### config.mk
export PLATFORM = sky130hd
export DESIGN_NAME = calret_top
export DESIGN_NICKNAME = d
export VERILOG_FILES = /design/src/rtl/calret_pkg.sv /design/src/rtl/calret_ctrl.sv /design/src/rtl/calret_dp.sv /design/src/rtl/calret_top.sv
export SDC_FILE = /design/constraint.sdc
export NUM_CORES = 1
export LEC_CHECK = 0
export ABC_CLOCK_PERIOD_IN_PS = 6300
export BUFFER_PORTS_ARGS = -buffer_cell sky130_fd_sc_hd__buf_2
export CAP_MARGIN = 20
export CORE_ASPECT_RATIO = 1.5
export CORE_MARGIN = 2
export CORE_UTILIZATION = 66
export DETAILED_ROUTE_END_ITERATION = 12
export PLACE_DENSITY = 0.84
export SLEW_MARGIN = 20
export SYNTH_ARGS = -nofsm -noshare
export SYNTH_HDL_FRONTEND = slang
export SYNTH_HIERARCHICAL = 1
export SYNTH_SLANG_ARGS = --single-unit
### constraint.sdc
create_clock -name clk -period 6.3 [get_ports clk]
set_input_delay 1.26 -clock clk [delete_from_list [all_inputs] [get_ports clk]]
set_output_delay 1.26 -clock clk [all_outputs]
set_load 0.03 [all_outputs]
### src/rtl/calret_pkg.sv
package calret_pkg;
  localparam int CR_IDX_W = 3;
  localparam int CR_REG_W = 32;

  // command register field positions
  localparam int CMD_WR_BIT  = 3;
  localparam int CMD_ACC_BIT = 4;

  // control register field positions
  localparam int CTL_EN_BIT    = 0;
  localparam int CTL_MASK_LSB  = 1;
  localparam int CTL_FORCE_BIT = 7;

  typedef struct packed {
    logic                hostDataWr;
    logic                tblWrite;
    logic                tblRead;
    logic [CR_IDX_W-1:0] entry;
  } chainStrobe_t;
endpackage

### src/rtl/calret_ctrl.sv
module calret_ctrl
  import calret_pkg::*;
#(
  parameter int NCH   = 3,
  parameter int DW    = 28,
  parameter int DEPTH = 6,
  parameter int AW    = 4
) (
  input  logic                          clk,
  input  logic                          rstN,
  input  logic [NCH-1:0]                chainEn,
  input  logic                          regWe,
  input  logic [AW-1:0]                 regAddr,
  input  logic [CR_REG_W-1:0]           regWdata,
  input  logic [NCH-1:0][DW-1:0]        dataRegs,
  output logic [CR_REG_W-1:0]           regRdata,
  output chainStrobe_t                  strobes [NCH],
  output logic [NCH-1:0]                rstValid,
  output logic [CR_IDX_W-1:0]           rstIdx
);
  localparam logic [CR_IDX_W-1:0] LAST_IDX = CR_IDX_W'(DEPTH - 1);

  logic             enBit;
  logic             forceBit;
  logic [DEPTH-1:0] maskR;
  logic [CR_IDX_W-1:0] walkIdx;
  logic             ctrlHit;

  assign ctrlHit = regWe && (regAddr == '0);

  // restore walker and control register
  always_ff @(posedge clk) begin
    if (!rstN) begin
      enBit    <= 1'b0;
      forceBit <= 1'b0;
      maskR    <= '0;
      walkIdx  <= '0;
    end else if (forceBit) begin
      if (walkIdx == LAST_IDX) begin
        forceBit <= 1'b0;
        walkIdx  <= '0;
      end else begin
        walkIdx <= walkIdx + 1'b1;
      end
    end else if (ctrlHit) begin
      enBit    <= regWdata[CTL_EN_BIT];
      maskR    <= regWdata[CTL_MASK_LSB +: DEPTH];
      forceBit <= regWdata[CTL_FORCE_BIT] & regWdata[CTL_EN_BIT];
      walkIdx  <= '0;
    end
  end

  assign rstIdx = walkIdx;

  logic [NCH-1:0]      accBusy;
  logic [NCH-1:0]      accWr;
  logic [CR_IDX_W-1:0] accEntry [NCH];

  for (genvar c = 0; c < NCH; c++) begin : g_chain
    localparam logic [AW-1:0] CMD_A  = AW'(1 + 2 * c);
    localparam logic [AW-1:0] DATA_A = AW'(2 + 2 * c);

    logic                busyR;
    logic                phaseR;
    logic                wrR;
    logic [CR_IDX_W-1:0] entryR;
    logic                cmdHit;
    logic                dataHit;
    logic                finish;

    assign cmdHit  = regWe && (regAddr == CMD_A);
    assign dataHit = regWe && (regAddr == DATA_A);
    assign finish  = busyR && chainEn[c] && phaseR;

    always_ff @(posedge clk) begin
      if (!rstN) begin
        busyR  <= 1'b0;
        phaseR <= 1'b0;
        wrR    <= 1'b0;
        entryR <= '0;
      end else if (busyR) begin
        if (!chainEn[c] || phaseR) begin
          busyR  <= 1'b0;
          phaseR <= 1'b0;
        end else begin
          phaseR <= 1'b1;
        end
      end else if (cmdHit) begin
        entryR <= regWdata[CR_IDX_W-1:0];
        wrR    <= regWdata[CMD_WR_BIT];
        busyR  <= regWdata[CMD_ACC_BIT];
        phaseR <= 1'b0;
      end
    end

    assign strobes[c].hostDataWr = dataHit && !busyR;
    assign strobes[c].tblWrite   = finish && wrR;
    assign strobes[c].tblRead    = finish && !wrR;
    assign strobes[c].entry      = entryR;

    assign accBusy[c]  = busyR;
    assign accWr[c]    = wrR;
    assign accEntry[c] = entryR;

    assign rstValid[c] = forceBit && maskR[walkIdx] && chainEn[c];


    access_latency_chk: assert property (@(posedge clk) disable iff (!rstN)
      busyR && $past(busyR) |=> !busyR);


    masked_chain_chk: assert property (@(posedge clk) disable iff (!rstN)
      busyR && !chainEn[c] |=> !busyR);


    cmd_hold_chk: assert property (@(posedge clk) disable iff (!rstN)
      busyR && $past(busyR) |-> $stable(entryR) && $stable(wrR));
  end

  // read-back multiplexer
  always_comb begin
    regRdata = '0;
    if (regAddr == '0) begin
      regRdata[CTL_EN_BIT]              = enBit;
      regRdata[CTL_MASK_LSB +: DEPTH]   = maskR;
      regRdata[CTL_FORCE_BIT]           = forceBit;
    end
    for (int c = 0; c < NCH; c++) begin
      if (regAddr == AW'(1 + 2 * c)) begin
        regRdata[CR_IDX_W-1:0] = accEntry[c];
        regRdata[CMD_WR_BIT]   = accWr[c];
        regRdata[CMD_ACC_BIT]  = accBusy[c];
      end else if (regAddr == AW'(2 + 2 * c)) begin
        regRdata[DW-1:0] = dataRegs[c];
      end
    end
  end


  walk_end_chk: assert property (@(posedge clk) disable iff (!rstN)
    $fell(forceBit) |-> $past(walkIdx) == LAST_IDX);


  ctrl_freeze_chk: assert property (@(posedge clk) disable iff (!rstN)
    forceBit && $past(forceBit) |-> $stable(maskR) && $stable(enBit));
endmodule

### src/rtl/calret_dp.sv
module calret_dp
  import calret_pkg::*;
#(
  parameter int NCH   = 3,
  parameter int DW    = 28,
  parameter int DEPTH = 6
) (
  input  logic                   clk,
  input  logic                   rstN,
  input  chainStrobe_t           strobes [NCH],
  input  logic [CR_REG_W-1:0]    regWdata,
  input  logic [CR_IDX_W-1:0]    rstIdx,
  output logic [NCH-1:0][DW-1:0] dataRegs,
  output logic [NCH*DW-1:0]      rstData
);
  for (genvar c = 0; c < NCH; c++) begin : g_bank
    logic [DW-1:0] tbl [DEPTH];
    logic [DW-1:0] dataR;
    logic          inRange;

    assign inRange = (strobes[c].entry < CR_IDX_W'(DEPTH));

    always_ff @(posedge clk) begin
      if (!rstN) begin
        for (int i = 0; i < DEPTH; i++) tbl[i] <= '0;
      end else if (strobes[c].tblWrite && inRange) begin
        tbl[strobes[c].entry] <= dataR;
      end
    end

    always_ff @(posedge clk) begin
      if (!rstN) begin
        dataR <= '0;
      end else if (strobes[c].tblRead) begin
        dataR <= inRange ? tbl[strobes[c].entry] : '0;
      end else if (strobes[c].hostDataWr) begin
        dataR <= regWdata[DW-1:0];
      end
    end

    assign dataRegs[c]           = dataR;
    assign rstData[c*DW +: DW]   = (rstIdx < CR_IDX_W'(DEPTH)) ? tbl[rstIdx] : '0;


    strobe_excl_chk: assert property (@(posedge clk) disable iff (!rstN)
      $onehot0({strobes[c].tblWrite, strobes[c].tblRead, strobes[c].hostDataWr}));


    oob_read_chk: assert property (@(posedge clk) disable iff (!rstN)
      strobes[c].tblRead && !inRange |=> dataR == '0);
  end
endmodule

### src/rtl/calret_top.sv
module calret_top
  import calret_pkg::*;
#(
  parameter int NCH   = 3,
  parameter int DW    = 28,
  parameter int DEPTH = 6,
  parameter int AW    = 4
) (
  input  logic              clk,
  input  logic              rstN,
  input  logic [NCH-1:0]    chainEn,
  input  logic              regWe,
  input  logic [AW-1:0]     regAddr,
  input  logic [31:0]       regWdata,
  output logic [31:0]       regRdata,
  output logic [NCH-1:0]    rstValid,
  output logic [2:0]        rstIdx,
  output logic [NCH*DW-1:0] rstData
);
  chainStrobe_t           strobes [NCH];
  logic [NCH-1:0][DW-1:0] dataRegs;

  calret_ctrl #(.NCH(NCH), .DW(DW), .DEPTH(DEPTH), .AW(AW)) u_ctrl (
    .clk(clk), .rstN(rstN), .chainEn(chainEn), .regWe(regWe),
    .regAddr(regAddr), .regWdata(regWdata), .dataRegs(dataRegs),
    .regRdata(regRdata), .strobes(strobes), .rstValid(rstValid),
    .rstIdx(rstIdx)
  );

  calret_dp #(.NCH(NCH), .DW(DW), .DEPTH(DEPTH)) u_dp (
    .clk(clk), .rstN(rstN), .strobes(strobes), .regWdata(regWdata),
    .rstIdx(rstIdx), .dataRegs(dataRegs), .rstData(rstData)
  );
endmodule

-- After elaboration in Yosys (flattened, before gate mapping)
Memory sizes are Yosys's and may differ from the RTL's. A register that Yosys moved wholly into a read port is not among the register bits.
Index checks and enable logic that the tools add are counted.
- register bits: 113
- bits in writable memories: 504
- word-level logic and storage cells: 173
- memories: 3
- output and inout bits: 122
- input port bits: 42
- $lt $le $gt $ge: 5
- equal/unequal tests: 7
- reduce and logical (&&, ||, !) cells: 56
- bitwise operators: 5
- mux-type cells: 77
- add/sub/neg operators: 1
- memories (memory ; words ; bits a word ; rd ports ; clocked after memory_dff ; wr ports ; RTL line ; source):
    u_dp.g_bank[0].tbl ; 6 ; 28 ; 2 ; 2 ; 6 ; calret_dp.sv:17 ; logic [DW-1:0] tbl [DEPTH];
    u_dp.g_bank[1].tbl ; 6 ; 28 ; 2 ; 2 ; 6 ; calret_dp.sv:17 ;
    u_dp.g_bank[2].tbl ; 6 ; 28 ; 2 ; 2 ; 6 ; calret_dp.sv:17 ;
- operator list (kind ; count):
    $mux W28 ; 19
    $reduce_or A28 Y1 ; 3
    $mux W23 ; 3
    $mux W3 ; 18
    $mux W1 ; 32
    $logic_and A1 B1 Y1 ; 29
    $mux W5 ; 3
    $reduce_bool A2 Y1 ; 7
    $eq A4 B3 Y1 const B ; 3
    $lt A3 B3 Y1 const B ; 4
    $logic_not A1 Y1 ; 9
    $eq A4 B2 Y1 const B ; 2
    $mux W8 ; 1
    $reduce_and A2 Y1 ; 4
    $eq A4 B1 Y1 const B ; 1
    $logic_not A4 Y1 ; 1
    $lt A3 B4 Y1 const B ; 1
    $not A1 Y1 ; 4
    $add A3 B1 Y3 const B ; 1
    $bmux W1 S3 ; 1
    $eq A3 B3 Y1 const B ; 1
    $logic_or A1 B1 Y1 ; 3
    $and A1 B1 Y1 ; 1

-- Depth between registers and ports, before layout
Gate-level depths: netlist (run 1).
- depth after elaboration: 9
- mapped depth: 8
- mapped depth without buffers: 5

-- By module
The synthesis (run 1) kept the hierarchy.
- modules (own cells, without submodules) (module ; cells each ; seq. area each (um^2) ; area an instance (um^2) ; times used):
    calret_dp ; 2316 ; 16816.1 ; 30269.0 ; 1
    calret_ctrl ; 303 ; 580.6 ; 2279.7 ; 1

-- Least setup slack after synthesis (run 1)
Ideal clock, no wire load.
- path kind: in2reg
- start point: input port chainEn[1]
- end point: memory u_dp.g_bank[1].tbl[0][0] (enable)
- stages: 3
- slack: 2158 ps
- setup time: 452 ps
- data required time: 5848 ps
- data arrival time: 3690 ps
- path buffers: 0
- cell sequence: and4_1 nand3b_4 o21ai_0
- RTL lines (what ; RTL line ; source):
    start, declared ; calret_top.sv:11 ; input logic [NCH-1:0] chainEn,
    end, declared ; calret_dp.sv:17 ;

-- Worst setup path after layout (run 1)
- start point: register u_ctrl.walkIdx[2] (netlist: u_ctrl/rstIdx[2])
- end point: output port rstValid[0]
- word-level cells in the longest chain between the ends: 4
- RTL lines (what ; RTL line ; source):
    start, declared ; calret_ctrl.sv:26 ; logic [CR_IDX_W-1:0] walkIdx;
    start signal, assigned ; calret_ctrl.sv:43 ; walkIdx <= walkIdx + 1'b1;
    $bmux W1 S3 ; calret_ctrl.sv:105 ; assign rstValid[c] = forceBit && maskR[walkIdx] && chainEn[c];
    $mux W1 (not written as such) ; calret_ctrl.sv:105 ;
    $logic_and A1 B1 Y1 (2 in series) ; calret_ctrl.sv:105 ;
    end, declared ; calret_top.sv:16 ; output logic [NCH-1:0] rstValid,
No other way between the ends. The select of a mux whose other input is x is not followed.

==> results.toml, run 1 <==
[die]
initial_utilization_pct = 66.9
ios = 164
core_mm2 = 0.0487
rows = 99
die_h_um = 276
dieArea_mm2 = 0.0511
fp.dieW_um = 185

[grt]
grt_pass1_vias = 24200
grt_max_degree = 113
grt_pass1_wl_um = 144000
grt_usage_pct = 38.2
overflow = 0
antenna_found_initial = 10

[detailed_routing]
antenna_left = 0
drc = 0
viasPerCell = 7.10
wl_um = 98600
dr.first_iter.drc_count = 2925
drtPass1Iterations = 6
routedWlPerCell_um = 29.3
num_vias = 23900

[clock_tree]
cts_htree_levels = 2
cts_num_sinks = 617
cts_tree = "yes"
cts_setup_buffers = 0
clk_path_buf_depth = 3
ctsHoldBuffers = 0
cts_made_buffers = 55
clock-root-buffer = "clkbuf_16"
cts_resized = 0
clk_latency_ns = 0.60
clkTransAtPathRegs_ns = 0.07

[timing]
relSlewSlack_pct = 27.0
rsz0062_at_grt = "no"
worst_pin_slew_ns = 1.09
max_freq_mhz = 218
hold_viol_final = 0
setup_viol = 0
timing.final.ws_setup_ns = 1.71
maxSlewViolCount = 0
period_share_pct = 72.9
skew_ns = 0.0120
fin_crit_ns = 4.59
finalSetupTns_ns = 0

[placed_design]
portBuffers = 155
detailedPlace.worstSlack_ns = 1.96
place.gp.congestion = 0.969
dp_hpwl_um = 59600
placed_area_mm2 = 0.0336

[critical_path]
worstPathRequired_ns = 5.04
timing.rr.start = "u_ctrl/g_chain[1].entryR[2]$_SDFFE_PN0P_"
crit_path_max_fanout = 47
worst_setup_path_end_kind = "output port"
crit_type = "reg2out"
crit_path_start_kind = "flip-flop"
cp.arrival_ns = 3.33
reg2reg_depth = 6
r2r_end = "u_dp/g_bank[1].tbl[3][1]$_SDFFCE_PN0P_"
ff2ff_setup_slack_ns = 2.94

[worst_hold_path]
min_path_type = "reg2reg"
min_to = "u_ctrl/g_chain[0].phaseR$_SDFFE_PN0P_"
hp-start = "u_ctrl/g_chain[0].phaseR$_SDFFE_PN0P_"
hold_depth = 2

[power_and_ir_drop]
p_per_area_mw_per_mm2 = 241
vdd_drop_max_mv = 0.272
power_leakage_uw = 0.0129

[finish]
design_area_mm2 = 0.0355
multi_input_area_mm2 = 0.0136
nets = 2703
final_cell_mix = "504 x edfxtp_1, 359 x mux2i_1, 226 x and2_1"
n_fill_cell = 3206
seq_area_mm2 = 0.0174
final_common_cell = "edfxtp_1"
area_delta_synth_final_pct = 9.00
final_layout_size_suffix_gt1_share_pct = 22.6

[synthesis]
yosysSeqAreaShare_pct = 53.4
synth-async-reset-ratio_pct = 0
synth_top_area_cell = "edfxtp_1"
synth.avg_cell_area_um2 = 12.4
yosys_most_used_dff = "edfxtp_1"
synth-seq-cells = 617
synth_top_area_share_pct = 46.5
synth_cells = 2619
synthesis.area_mm2 = 0.0325
synthTopCellsByArea = "edfxtp_1 46%, mux2i_1 11%, dfxtp_1 7.0%"
yosys_warnings = 6
synth_cell_types = 58
synth_edf_count = 504

[run_status]
outcome = "complete, no violations"

[run]
maxCapViolCount = 0
## logic make-up (layout without fill, tap and decap cells)
group / after synthesis / in the layout / share of synthesized area, %
DFF: 617 / 617 / 53.4
buffers and inverters: 356 / 442 / 5.15
other: 1 / 7 / 0.0115
AOI/OAI and AO/OA: 437 / 437 / 9.41
and+or+nand+nor: 679 / 679 / 12.1
muxes: 529 / 529 / 19.9
## cell usage after synthesis (2+ instances only)
master and number:
mux4_2 85, nand3_1 35, mux2i_1 359, o221a_1 3, o21a_1 9, nand2b_1 25
nand3b_1 12, buf_2 64, edfxtp_1 504, nor2b_1 34, nor2_2 11, o221ai_1 4
clkbuf_1 100, nor2_1 90, inv_1 117, o22ai_1 171, a21oi_2 2, a22oi_1 20
o21ai_1 12, nor3_1 5, mux2_2 85, buf_4 36, o21ai_0 108, o221a_2 81
dfxtp_1 113, a21oi_1 16, and3_1 171, or3_1 3, a221o_1 4, nor3b_1 3
or2_1 3, clkbuf_2 21, buf_6 13, and3b_1 2, buf_1 5, or2_2 2
and2_1 226, nand2_1 45
## worst max-delay path by stage
stage	cells after the start	from	slack [ns]	to
global placement	7	regAddr[2]	1.98	regRdata[8]
global route	5	u_ctrl/rstIdx[2]$_SDFFE_PN0P_	1.72	rstValid[0]
finish	5	u_ctrl/rstIdx[2]$_SDFFE_PN0P_	1.71	rstValid[0]
CTS	5	u_ctrl/rstIdx[2]$_SDFFE_PN0P_	1.79	rstValid[0]
floorplan	3	chainEn[1]	2.16	u_dp/g_bank[1].tbl[0][0]$_SDFFCE_PN0P_
detailed placement	7	regAddr[2]	1.96	regRdata[8]
## per-stage QoR
stage,hold WS (ns),utilization [%],power (µW),cells
floorplan,0.452,-,4980,2622
global placement,0.467,69.0,5160,3258
detailed placement,0.490,69.0,5180,3258
CTS,0.499,72.8,8530,3362
global route,0.533,72.9,8730,3366
finish,0.529,72.9,8540,3367
## state kept, by name, summed over array words and instances (netlist names)
register	count
u_dp/g_bank.dataR	84
u_ctrl/g_chain.entryR	9
u_ctrl/g_chain.phaseR	3
u_ctrl/enBit	1
u_ctrl/g_chain.busyR	3
u_dp/g_bank.tbl	504
u_ctrl/g_chain.wrR	3
u_ctrl/maskR	6
u_ctrl/rstIdx	3
u_ctrl/forceBit	1
## cell type report
cell class,count,area share (%)
flip-flops and latches,617,49.1
multi-input cells,1649,38.4
clock buffers,76,4.36
repair buffers,221,3.81
well taps,656,2.31
inverters,117,1.24
clock inverters,28,0.794
diodes,3,0.0212
## critical path, stage by stage, from the launching register on
cell     delay (ns)
dfxtp_4        0.79
buf_4          0.76
nor2b_1        0.19
a21oi_1        0.48
nor2b_1        0.20
buf_2          0.23
## layer usage
metal  global-route usage (%)  up-vias  share of wire, %
met5                        0        -             0.068
met4                     28.2       10               7.7
met3                     8.48      432                12
met2                     61.4     1819                48
met1                     45.3    11700                33
li1                         -     9992                 -
## power breakdown
| part | switching [µW] | internal (µW) |
|---|---|---|
| Clock | 1510 | 1930 |
| Combinational | 343 | 166 |
| Sequential | 87.1 | 4520 |
| Total | 1940 | 6610 |
Note: power is estimated with default switching activity, not from simulation.
==> run 2, diff against run 1 <==
Settings changed: ABC_CLOCK_PERIOD_IN_PS 6300 to 4300, CORE_UTILIZATION 66 to 61, PLACE_DENSITY 0.84 to 0.78.
Clock period 6.3 ns to 4.3 ns, I/O delays scaled along.
==> run 2 against run 1 <==
Clock power is 47% higher. Design area grew 0.40%. Combinational power grew 48%.
==> results.toml, run 2 (synthesis gave the netlist of run 1 again) <==
[run_status]
outcome = "complete, no violations"

[run]
maxCapViolCount = 0

[critical_path]
cp.arrival_ns = 2.85
timing.rr.start = "u_ctrl/g_chain[1].entryR[0]$_SDFFE_PN0P_"
r2r_end = "u_dp/g_bank[1].tbl[5][0]$_DFFE_PP_"
reg2reg_depth = 4
ff2ff_setup_slack_ns = 1.30
crit_type = "reg2out"
crit_path_max_fanout = 32
worst_setup_path_end_kind = "output port"
crit_path_start_kind = "flip-flop"
worstPathRequired_ns = 3.44

[grt]
antenna_found_initial = 10
grt_usage_pct = 36.5
overflow = 0
grt_pass1_vias = 24100
grt_pass1_wl_um = 148000
grt_max_degree = 113

[worst_hold_path]
hp-start = "u_ctrl/g_chain[0].phaseR$_SDFFE_PN0P_"
min_to = "u_ctrl/g_chain[0].phaseR$_SDFFE_PN0P_"
hold_depth = 2
min_path_type = "reg2reg"

[finish]
n_fill_cell = 3834
design_area_mm2 = 0.0356
largest-register = "u_dp/g_bank.tbl"
nets = 2717
final_util_pct = 67.6
biggestRegsByFlops = "u_dp/g_bank.tbl (504), u_dp/g_bank.dataR (84), u_ctrl/g_chain.entryR (9)"
final_layout_size_suffix_gt1_share_pct = 22.8
instances_no_fill = 3407
final_cell_mix = "504 x edfxtp_1, 359 x mux2i_1, 226 x and2_1"
largest_register_ffs = 504
area_delta_synth_final_pct = 9.44
final_common_cell = "edfxtp_1"

[clock_tree]
cts_setup_buffers = 0
cts_tree = "yes"
clock-root-buffer = "clkbuf_16"
ctsHoldBuffers = 0
cts_resized = 0
clkTransAtPathRegs_ns = 0.07
clk_latency_ns = 0.63
cts_made_buffers = 57
cts_htree_levels = 2
cts_num_sinks = 617
clk_path_buf_depth = 3

[die]
rows = 103
fp.dieW_um = 193
dieArea_mm2 = 0.0553
ios = 164
core_mm2 = 0.0527
initial_utilization_pct = 61.8
die_h_um = 287

[timing]
fin_crit_ns = 3.71
timing.final.ws_setup_ns = 0.590
maxSlewViolCount = 0
rsz0062_at_grt = "no"
period_share_pct = 86.3
relSlewSlack_pct = 25.1
worst_pin_slew_ns = 1.12
skew_ns = 0.0223
finalSetupTns_ns = 0
setup_viol = 0
max_freq_mhz = 270
hold_viol_final = 0

[detailed_routing]
viasPerCell = 6.99
drc = 0
num_vias = 23800
antenna_left = 0
wl_um = 102000
dr.first_iter.drc_count = 2939
drtPass1Iterations = 6
routedWlPerCell_um = 29.8

[placed_design]
placed_area_mm2 = 0.0338
place.gp.congestion = 0.902
dp.cells = 3298
detailedPlace.worstSlack_ns = 0.691
dp_hpwl_um = 62500
portBuffers = 155

[power_and_ir_drop]
vdd_drop_max_mv = 0.372
power_leakage_uw = 0.0129
p_per_area_mw_per_mm2 = 352
==> run 2: changes by cell type in the layout (fill, tap and decap cells not counted), sizes merged <==
cell	change
clkinvlp	+1
clkbuf	+9
diode	+1
clkinv	-4
buf	+12
inv	-3
bufinv	-2
==> run 2: final cells by class <==
| cell class | count | area [µm²] | share of cell area (%) |
|---|---|---|---|
| timing repair buffer | 233 | 1480 | 4.14 |
| sequential | 617 | 17400 | 48.9 |
| inverter | 117 | 439 | 1.23 |
| multi-input combinational | 1649 | 13600 | 38.2 |
| antenna | 4 | 10.0 | 0.0281 |
| tap | 682 | 853 | 2.40 |
| clock buffer | 85 | 1650 | 4.64 |
| clock inverter | 20 | 173 | 0.485 |
==> run 2: power by group <==
group / internal, µW / total [µW] / leakage, µW / switching [µW]
registers: 6620 / 6750 / 0.00609 / 129
logic: 250 / 753 / 0.00595 / 503
clock network: 2820 / 5050 / 0.000903 / 2230
==> run 2: critical path, cell delays in order, from the launching register on <==
cell and delay (ns):
dfxtp_4 0.59, buf_12 0.32, buf_4 0.29, mux4_2 0.52
inv_1 0.06, o22ai_1 0.12, buf_2 0.25
==> run 2: per-stage QoR <==
stage	hold WS, ns	total power (µW)
finish	0.500	12500
global route	0.530	12800
CTS	0.499	12500
detailed placement	0.487	7610
global placement	0.468	7570
floorplan	0.452	7300
==> run 2: how the worst max path moves through the flow <==
stage                                       start                                endpoint  slack (ns)
global placement                       regAddr[2]                            regRdata[12]        0.76
CTS                 u_ctrl/rstIdx[0]$_SDFFE_PN0P_                             rstData[48]        0.56
floorplan                              chainEn[1]  u_dp/g_bank[1].tbl[0][0]$_SDFFCE_PN0P_        0.56
finish              u_ctrl/rstIdx[0]$_SDFFE_PN0P_                             rstData[48]        0.59
detailed placement                     regAddr[2]                            regRdata[10]        0.69
global route        u_ctrl/rstIdx[0]$_SDFFE_PN0P_                             rstData[48]        0.47
==> run 2: layer usage <==
layer / share of wire, % / vias up / GRT usage, %
li1: - / 10000 / -
met1: 34 / 11800 / 44.1
met2: 49 / 1608 / 60.1
met3: 10 / 401 / 6.30
met4: 6.9 / 8 / 23.7
met5: 0.048 / - / 0
